<file path="src/rtl/seg_xlate_pkg.sv">
package seg_xlate_pkg;

    // Fault cause encoding seen on out_cause.
    typedef enum logic [1:0] {
        CAUSE_NONE   = 2'b00,
        CAUSE_BOUNDS = 2'b01,
        CAUSE_ABSENT = 2'b10
    } cause_e;

    // State of the result register.
    typedef enum logic [1:0] {
        ST_IDLE  = 2'b00,
        ST_GRANT = 2'b01,
        ST_FAULT = 2'b10
    } res_state_e;

endpackage

</file>
<file path="src/rtl/seg_table.sv">
module seg_table #(
    parameter int SEGS   = 8,
    parameter int BASE_W = 32,
    parameter int LIM_W  = 17,
    localparam int IDX_W = $clog2(SEGS)
) (
    input  logic              clk,
    input  logic              rst_n,
    input  logic              wr_en,
    input  logic [IDX_W-1:0]  wr_idx,
    input  logic              wr_present,
    input  logic [BASE_W-1:0] wr_base,
    input  logic [LIM_W-1:0]  wr_limit,
    input  logic [IDX_W-1:0]  rd_idx,
    output logic              rd_present,
    output logic [BASE_W-1:0] rd_base,
    output logic [LIM_W-1:0]  rd_limit
);

    logic [SEGS-1:0]   present_q;
    logic [BASE_W-1:0] base_q  [SEGS];
    logic [LIM_W-1:0]  limit_q [SEGS];

    // One register set per entry; each loads only when it is addressed.
    for (genvar g = 0; g < SEGS; g++) begin : g_entry
        always_ff @(posedge clk or negedge rst_n) begin
            if (!rst_n) begin
                present_q[g] <= 1'b0;
                base_q[g]    <= '0;
                limit_q[g]   <= '0;
            end else if (wr_en && (wr_idx == IDX_W'(g))) begin
                present_q[g] <= wr_present;
                base_q[g]    <= wr_base;
                limit_q[g]   <= wr_limit;
            end
        end
    end

    // Read port reads the registers, so a same-edge write is not yet visible.
    always_comb begin
        rd_present = present_q[rd_idx];
        rd_base    = base_q[rd_idx];
        rd_limit   = limit_q[rd_idx];
    end

endmodule

</file>
<file path="src/rtl/seg_check.sv">
module seg_check
    import seg_xlate_pkg::*;
#(
    parameter int OFF_W  = 16,
    parameter int BASE_W = 32,
    localparam int LIM_W = OFF_W + 1
) (
    input  logic              present,
    input  logic [BASE_W-1:0] base,
    input  logic [LIM_W-1:0]  limit,
    input  logic [OFF_W-1:0]  offset,
    output logic              legal,
    output cause_e            cause,
    output logic [BASE_W-1:0] addr
);

    logic in_range;

    always_comb begin
        in_range = ({1'b0, offset} < limit);
        addr     = base + BASE_W'(offset);
        if (!present) begin
            legal = 1'b0;
            cause = CAUSE_ABSENT;
        end else if (!in_range) begin
            legal = 1'b0;
            cause = CAUSE_BOUNDS;
        end else begin
            legal = 1'b1;
            cause = CAUSE_NONE;
        end
    end

endmodule

</file>
<file path="src/rtl/seg_xlate.sv">
module seg_xlate
    import seg_xlate_pkg::*;
#(
    parameter int SEGS   = 8,
    parameter int OFF_W  = 16,
    parameter int BASE_W = 32,
    localparam int IDX_W = $clog2(SEGS),
    localparam int LIM_W = OFF_W + 1
) (
    input  logic              clk,
    input  logic              rst_n,
    input  logic              req_valid,
    input  logic [IDX_W-1:0]  req_seg,
    input  logic [OFF_W-1:0]  req_off,
    input  logic              wr_en,
    input  logic [IDX_W-1:0]  wr_seg,
    input  logic              wr_present,
    input  logic [BASE_W-1:0] wr_base,
    input  logic [LIM_W-1:0]  wr_limit,
    output logic              out_valid,
    output logic              out_trap,
    output logic [1:0]        out_cause,
    output logic [BASE_W-1:0] out_addr
);

    logic              ent_present;
    logic [BASE_W-1:0] ent_base;
    logic [LIM_W-1:0]  ent_limit;
    logic              chk_legal;
    cause_e            chk_cause;
    logic [BASE_W-1:0] chk_addr;

    res_state_e        state_q, state_d;
    cause_e            cause_q;
    logic [BASE_W-1:0] addr_q;

    seg_table #(
        .SEGS   (SEGS),
        .BASE_W (BASE_W),
        .LIM_W  (LIM_W)
    ) u_table (
        .clk        (clk),
        .rst_n      (rst_n),
        .wr_en      (wr_en),
        .wr_idx     (wr_seg),
        .wr_present (wr_present),
        .wr_base    (wr_base),
        .wr_limit   (wr_limit),
        .rd_idx     (req_seg),
        .rd_present (ent_present),
        .rd_base    (ent_base),
        .rd_limit   (ent_limit)
    );

    seg_check #(
        .OFF_W  (OFF_W),
        .BASE_W (BASE_W)
    ) u_check (
        .present (ent_present),
        .base    (ent_base),
        .limit   (ent_limit),
        .offset  (req_off),
        .legal   (chk_legal),
        .cause   (chk_cause),
        .addr    (chk_addr)
    );

    // Transitions: GO_IDLE, GO_GRANT, GO_FAULT, reachable from every state.
    always_comb begin
        state_d = ST_IDLE;
        unique case (state_q)
            ST_IDLE, ST_GRANT, ST_FAULT: begin
                if (!req_valid)     state_d = ST_IDLE;
                else if (chk_legal) state_d = ST_GRANT;
                else                state_d = ST_FAULT;
            end
            default: state_d = ST_IDLE;
        endcase
    end

    // State register plus the address and cause captured with it.
    always_ff @(posedge clk or negedge rst_n) begin
        if (!rst_n) begin
            state_q <= ST_IDLE;
            cause_q <= CAUSE_NONE;
            addr_q  <= '0;
        end else begin
            state_q <= state_d;
            cause_q <= (state_d == ST_FAULT) ? chk_cause : CAUSE_NONE;
            addr_q  <= (state_d == ST_GRANT) ? chk_addr  : '0;
        end
    end

    // Output decode from the state.
    always_comb begin
        out_valid = 1'b0;
        out_trap  = 1'b0;
        out_cause = CAUSE_NONE;
        out_addr  = '0;
        unique case (state_q)
            ST_IDLE: ;
            ST_GRANT: begin
                out_valid = 1'b1;
                out_addr  = addr_q;
            end
            ST_FAULT: begin
                out_trap  = 1'b1;
                out_cause = cause_q;
            end
            default: ;
        endcase
    end

endmodule

</file>
<file path="config.mk">
export PLATFORM = sky130hd
export DESIGN_NAME = seg_xlate
export DESIGN_NICKNAME = d
export VERILOG_FILES = /design/src/rtl/seg_xlate_pkg.sv /design/src/rtl/seg_table.sv /design/src/rtl/seg_check.sv /design/src/rtl/seg_xlate.sv
export SDC_FILE = /design/constraint.sdc
export NUM_CORES = 1
export LEC_CHECK = 0
export BUFFER_PORTS_ARGS = -buffer_cell sky130_fd_sc_hd__buf_2
export CORE_MARGIN = 1
export CORE_UTILIZATION = 55
export DETAILED_ROUTE_END_ITERATION = 8
export GPL_TIMING_DRIVEN = 0
export PLACE_DENSITY = 0.77
export SYNTH_ARGS = -nofsm -noshare
export SYNTH_HDL_FRONTEND = slang
export SYNTH_SLANG_ARGS = --single-unit
</file>
<file path="constraint.sdc">
create_clock -name clk -period 4.42 [get_ports clk]
set_input_delay 0.884 -clock clk [delete_from_list [all_inputs] [get_ports clk]]
set_output_delay 0.884 -clock clk [all_outputs]
set_load 0.1 [all_outputs]
</file>
==> impl_metrics.csv <==
group,metric,value,unit
outcome,status,"completed",
detailed_routing,routed_wirelength,48800,microns
placement,place_area,21900,sq um
setup_path,critPathCaptureType,"register",
logic_synthesis,synth_area,20700,sq um
timing,min_period_over_period,0.954,
timing,layout_min_cycle_time,4.22,ns
clocking,cts_tree,"built",
logic_synthesis,yosys.area_share.xor_xnor,0.00974,
global_routing,grt_max_degree,118,
final_layout,areaGrowthSynthToFinish,13.5,%
clocking,clock_latency,0.59,ns
setup_path,cp.arrival,4.68,ns
logic_synthesis,synthAdderAreaFrac,0.0197,
detailed_routing,vias_per_cell,6.10,
global_routing,met3_usage,0.0591,
die,die_w,196,microns
timing,whs,0.358,ns
logic_synthesis,synth_top_family_by_area,"multiplexers",
global_routing,grtUsageMet2,0.413,
logic_synthesis,synth_top_flop_cell,"dfrtp_1",
clocking,postCtsHoldBufs,0,
logic_synthesis,ys_ff_latch,436,
final_layout,fin_nets,1677,
logic_synthesis,netlist_instances,1417,
timing,finalHoldViolations,0,
global_routing,busiest_layer,"met2",
timing,finClkSkew,0.0314,ns
placement,dp_hpwl,33800,microns
setup_path,crit_start,"req_seg[0]",
timing,rsz0062_at_grt,"false",
die,start_util,0.562,
setup_path,worstReg2RegStart,"u_table.base_q[130]",
final_layout,layout-drive-gt1-share,0.447,
logic_synthesis,muxShareOfSynthArea,0.346,
logic_synthesis,synthArstFlopShare,1.00,
logic_synthesis,synth_compound_area_frac,0.0264,
logic_synthesis,synth-simple-area-share,0.0504,
final_layout,fin_area,23500,sq um
final_layout,instances_no_fill,2070,
global_routing,grt_use_met1,0.373,
die,coreArea,36800,sq um
global_routing,grt_first_pass_wirelength,77200,microns
detailed_routing,vias,12600,
timing,clock.fmax,0.237,GHz
die,dieArea,38400,sq um
detailed_routing,wl_per_cell,23.6,microns
detailed_routing,drtIter0Drc,910,
power_and_ir_drop,power.leakage,10.3,nW
die,die_h,196,microns
setup_path,required,4.89,ns
global_routing,grt_overflow,0,
timing,drv_slew,0,
min_path,hold_path_class,"in -> async",
detailed_routing,dr.pass1.iters,5,
run,cap_violations,0,
global_routing,grt_pass1_vias,13300,
setup_path,crit_type,"in -> reg",
clocking,clockBufferDepth,3,
logic_synthesis,synth_cell_type_count,54,
clocking,cts_root_buf,"clkbuf_16",
logic_synthesis,synth_area_per_cell,14.6,sq um
timing,finalSetupViolCount,0,
timing,slew_headroom,0.213,
placement,portBuffers,106,
logic_synthesis,synth_enable_flop_cells,0,
die,io-pin-count,112,
setup_path,cp_max_fo,28,
timing,worst_slew_pin_slew,1.17,ns
detailed_routing,ant_nets,0,
placement,dp.cells,1994,
clocking,htree_levels,2,
clocking,cts.clk_slew.worst_paths,0.06,ns
clocking,numCtsBuffers,46,
global_routing,grt_usage,0.266,
power_and_ir_drop,p_per_area,494,nW/um^2
power_and_ir_drop,ir_drop,0.000414,V
clocking,cts_sinks,436,
timing,finalSetupTns,0,ns
die,floorplan.rows,70,
setup_path,startpoint_type,"primary input",
detailed_routing,drc,0,
logic_synthesis,syn_nets,1525,
placement,place_congestion,0.899,
global_routing,antenna_found_initial,4,
logic_synthesis,yosysSeqAreaShare,0.527,
logic_synthesis,ys_warn_count,0,
==> routing by layer <==
layer  vias to the layer above  share of wire
met5                         -        0.00053
met1                      6605           0.44
met4                         4          0.031
li1                       5538              -
met2                       378           0.47
met3                        93          0.065
==> registers in the layout (all words and copies together) (netlist names) <==
name / count
cause_q: 2
addr_q: 32
u_table.base_q: 256
state_q: 2
u_table.limit_q: 136
u_table.present_q: 8
==> metrics by stage <==
| stage | setup slack, ns | power (W) | utilization |
|---|---|---|---|
| 2_1_floorplan | 0.00592 | 0.00707 | - |
| 3_3_place_gp | -5.85 | 0.00766 | 0.594 |
| 3_5_place_dp | -1.45 | 0.00781 | 0.596 |
| 4_1_cts | 0.121 | 0.0117 | 0.638 |
| 5_1_grt | 0.0225 | 0.0121 | 0.638 |
| 6_report | 0.202 | 0.0116 | 0.639 |
==> worst paths after layout <==
path,slack (ns),endpoint,depth (start not counted)
setup / recovery,0.20,addr_q[29],15
hold / removal,0.36,u_table.base_q[199],1
setup reg to reg,1.02,addr_q[28],12
hold reg to reg,0.50,u_table.base_q[148],1
max in group asynchronous,2.08,u_table.base_q[24],4
min in group clk,0.50,u_table.base_q[148],1
==> synthesized netlist by cell type (all sizes together) (4+ instances only) <==
library cell	n	area share
o211ai	4	0.0015
clkbuf	42	0.0076
nand4b	4	0.0020
nor2b	6	0.0018
a21o	9	0.0033
xor2	14	0.0059
nor2	47	0.0086
ha	31	0.019
mux2	403	0.22
dfrtp	436	0.53
nand3	8	0.0019
a21oi	16	0.0039
mux2i	39	0.019
a2111oi	5	0.0030
o21a	8	0.0029
nor3	15	0.0036
and2	35	0.011
nand4	5	0.0015
a211oi	8	0.0029
buf	41	0.011
inv	10	0.0018
xnor2	9	0.0038
mux4	99	0.11
o21ai	13	0.0031
nand2	76	0.014
nor3b	5	0.0018
==> report_power, final <==
part,internal (W),switching (W)
registers,0.00485,0.000429
logic,0.00135,0.00116
clock network,0.00226,0.00156
total,0.00846,0.00315
==> layout make-up <==
cell class	instances	area, sq um
Clock buffer	70	1390
Antenna cell	2	5.00
Multi-Input combinational cell	888	9400
Clock inverter	9	105
Inverter	10	37.5
Buffer	77	419
Sequential cell	436	10900
Fill cell	2725	13300
Timing Repair Buffer	110	643
Tap cell	468	586
==> cell usage in the layout, fill, tap and decap left out, types with 7 or more instances in the layout <==
master,netlist,layout
nor2_1,46,46
clkbuf_16,0,49
o21ai_0,13,13
clkbuf_1,42,48
clkbuf_8,0,8
inv_1,9,9
xnor2_1,9,9
mux2i_1,39,38
a211oi_1,8,7
dfrtp_1,436,436
nand2_1,76,76
a21o_1,9,9
buf_2,16,110
xor2_1,14,14
buf_6,4,7
mux2_2,403,403
o21a_1,8,8
mux4_2,96,96
buf_1,17,15
a21oi_1,16,16
and2_1,35,35
ha_1,31,31
nor3_1,15,14
nand3_1,8,8
==> cell families after synthesis <==
family                   Yosys count
flip-flops                       436
multiplexers                     541
buffers and inverters             93
AO/OA/AOI/OAI                     78
XOR/XNOR                          23
AND/OR/NAND/NOR                  214
adder cells (fa/ha/maj)           32
==> timing repair <==
action / 4_1_cts / 5_1_grt
resized for setup: 18 / 6
pin swaps: 1 / 0
buffers inserted: 1 / 0
endpoints found under the setup margin: 35 / 19
==> critical path, cell delays in order <==
cell and delay [ns]:
buf_4 0.20, buf_12 0.25, buf_6 0.23, buf_6 0.24
mux4_2 0.55, mux2i_2 0.24, ha_1 0.30, a21o_1 0.16
a21o_1 0.17, a21oi_1 0.22, a41oi_1 0.16, a31oi_2 0.31
o21bai_2 0.19, buf_2 0.27, nor3_2 0.28
No activity file was read; power rests on OpenSTA's default activity.
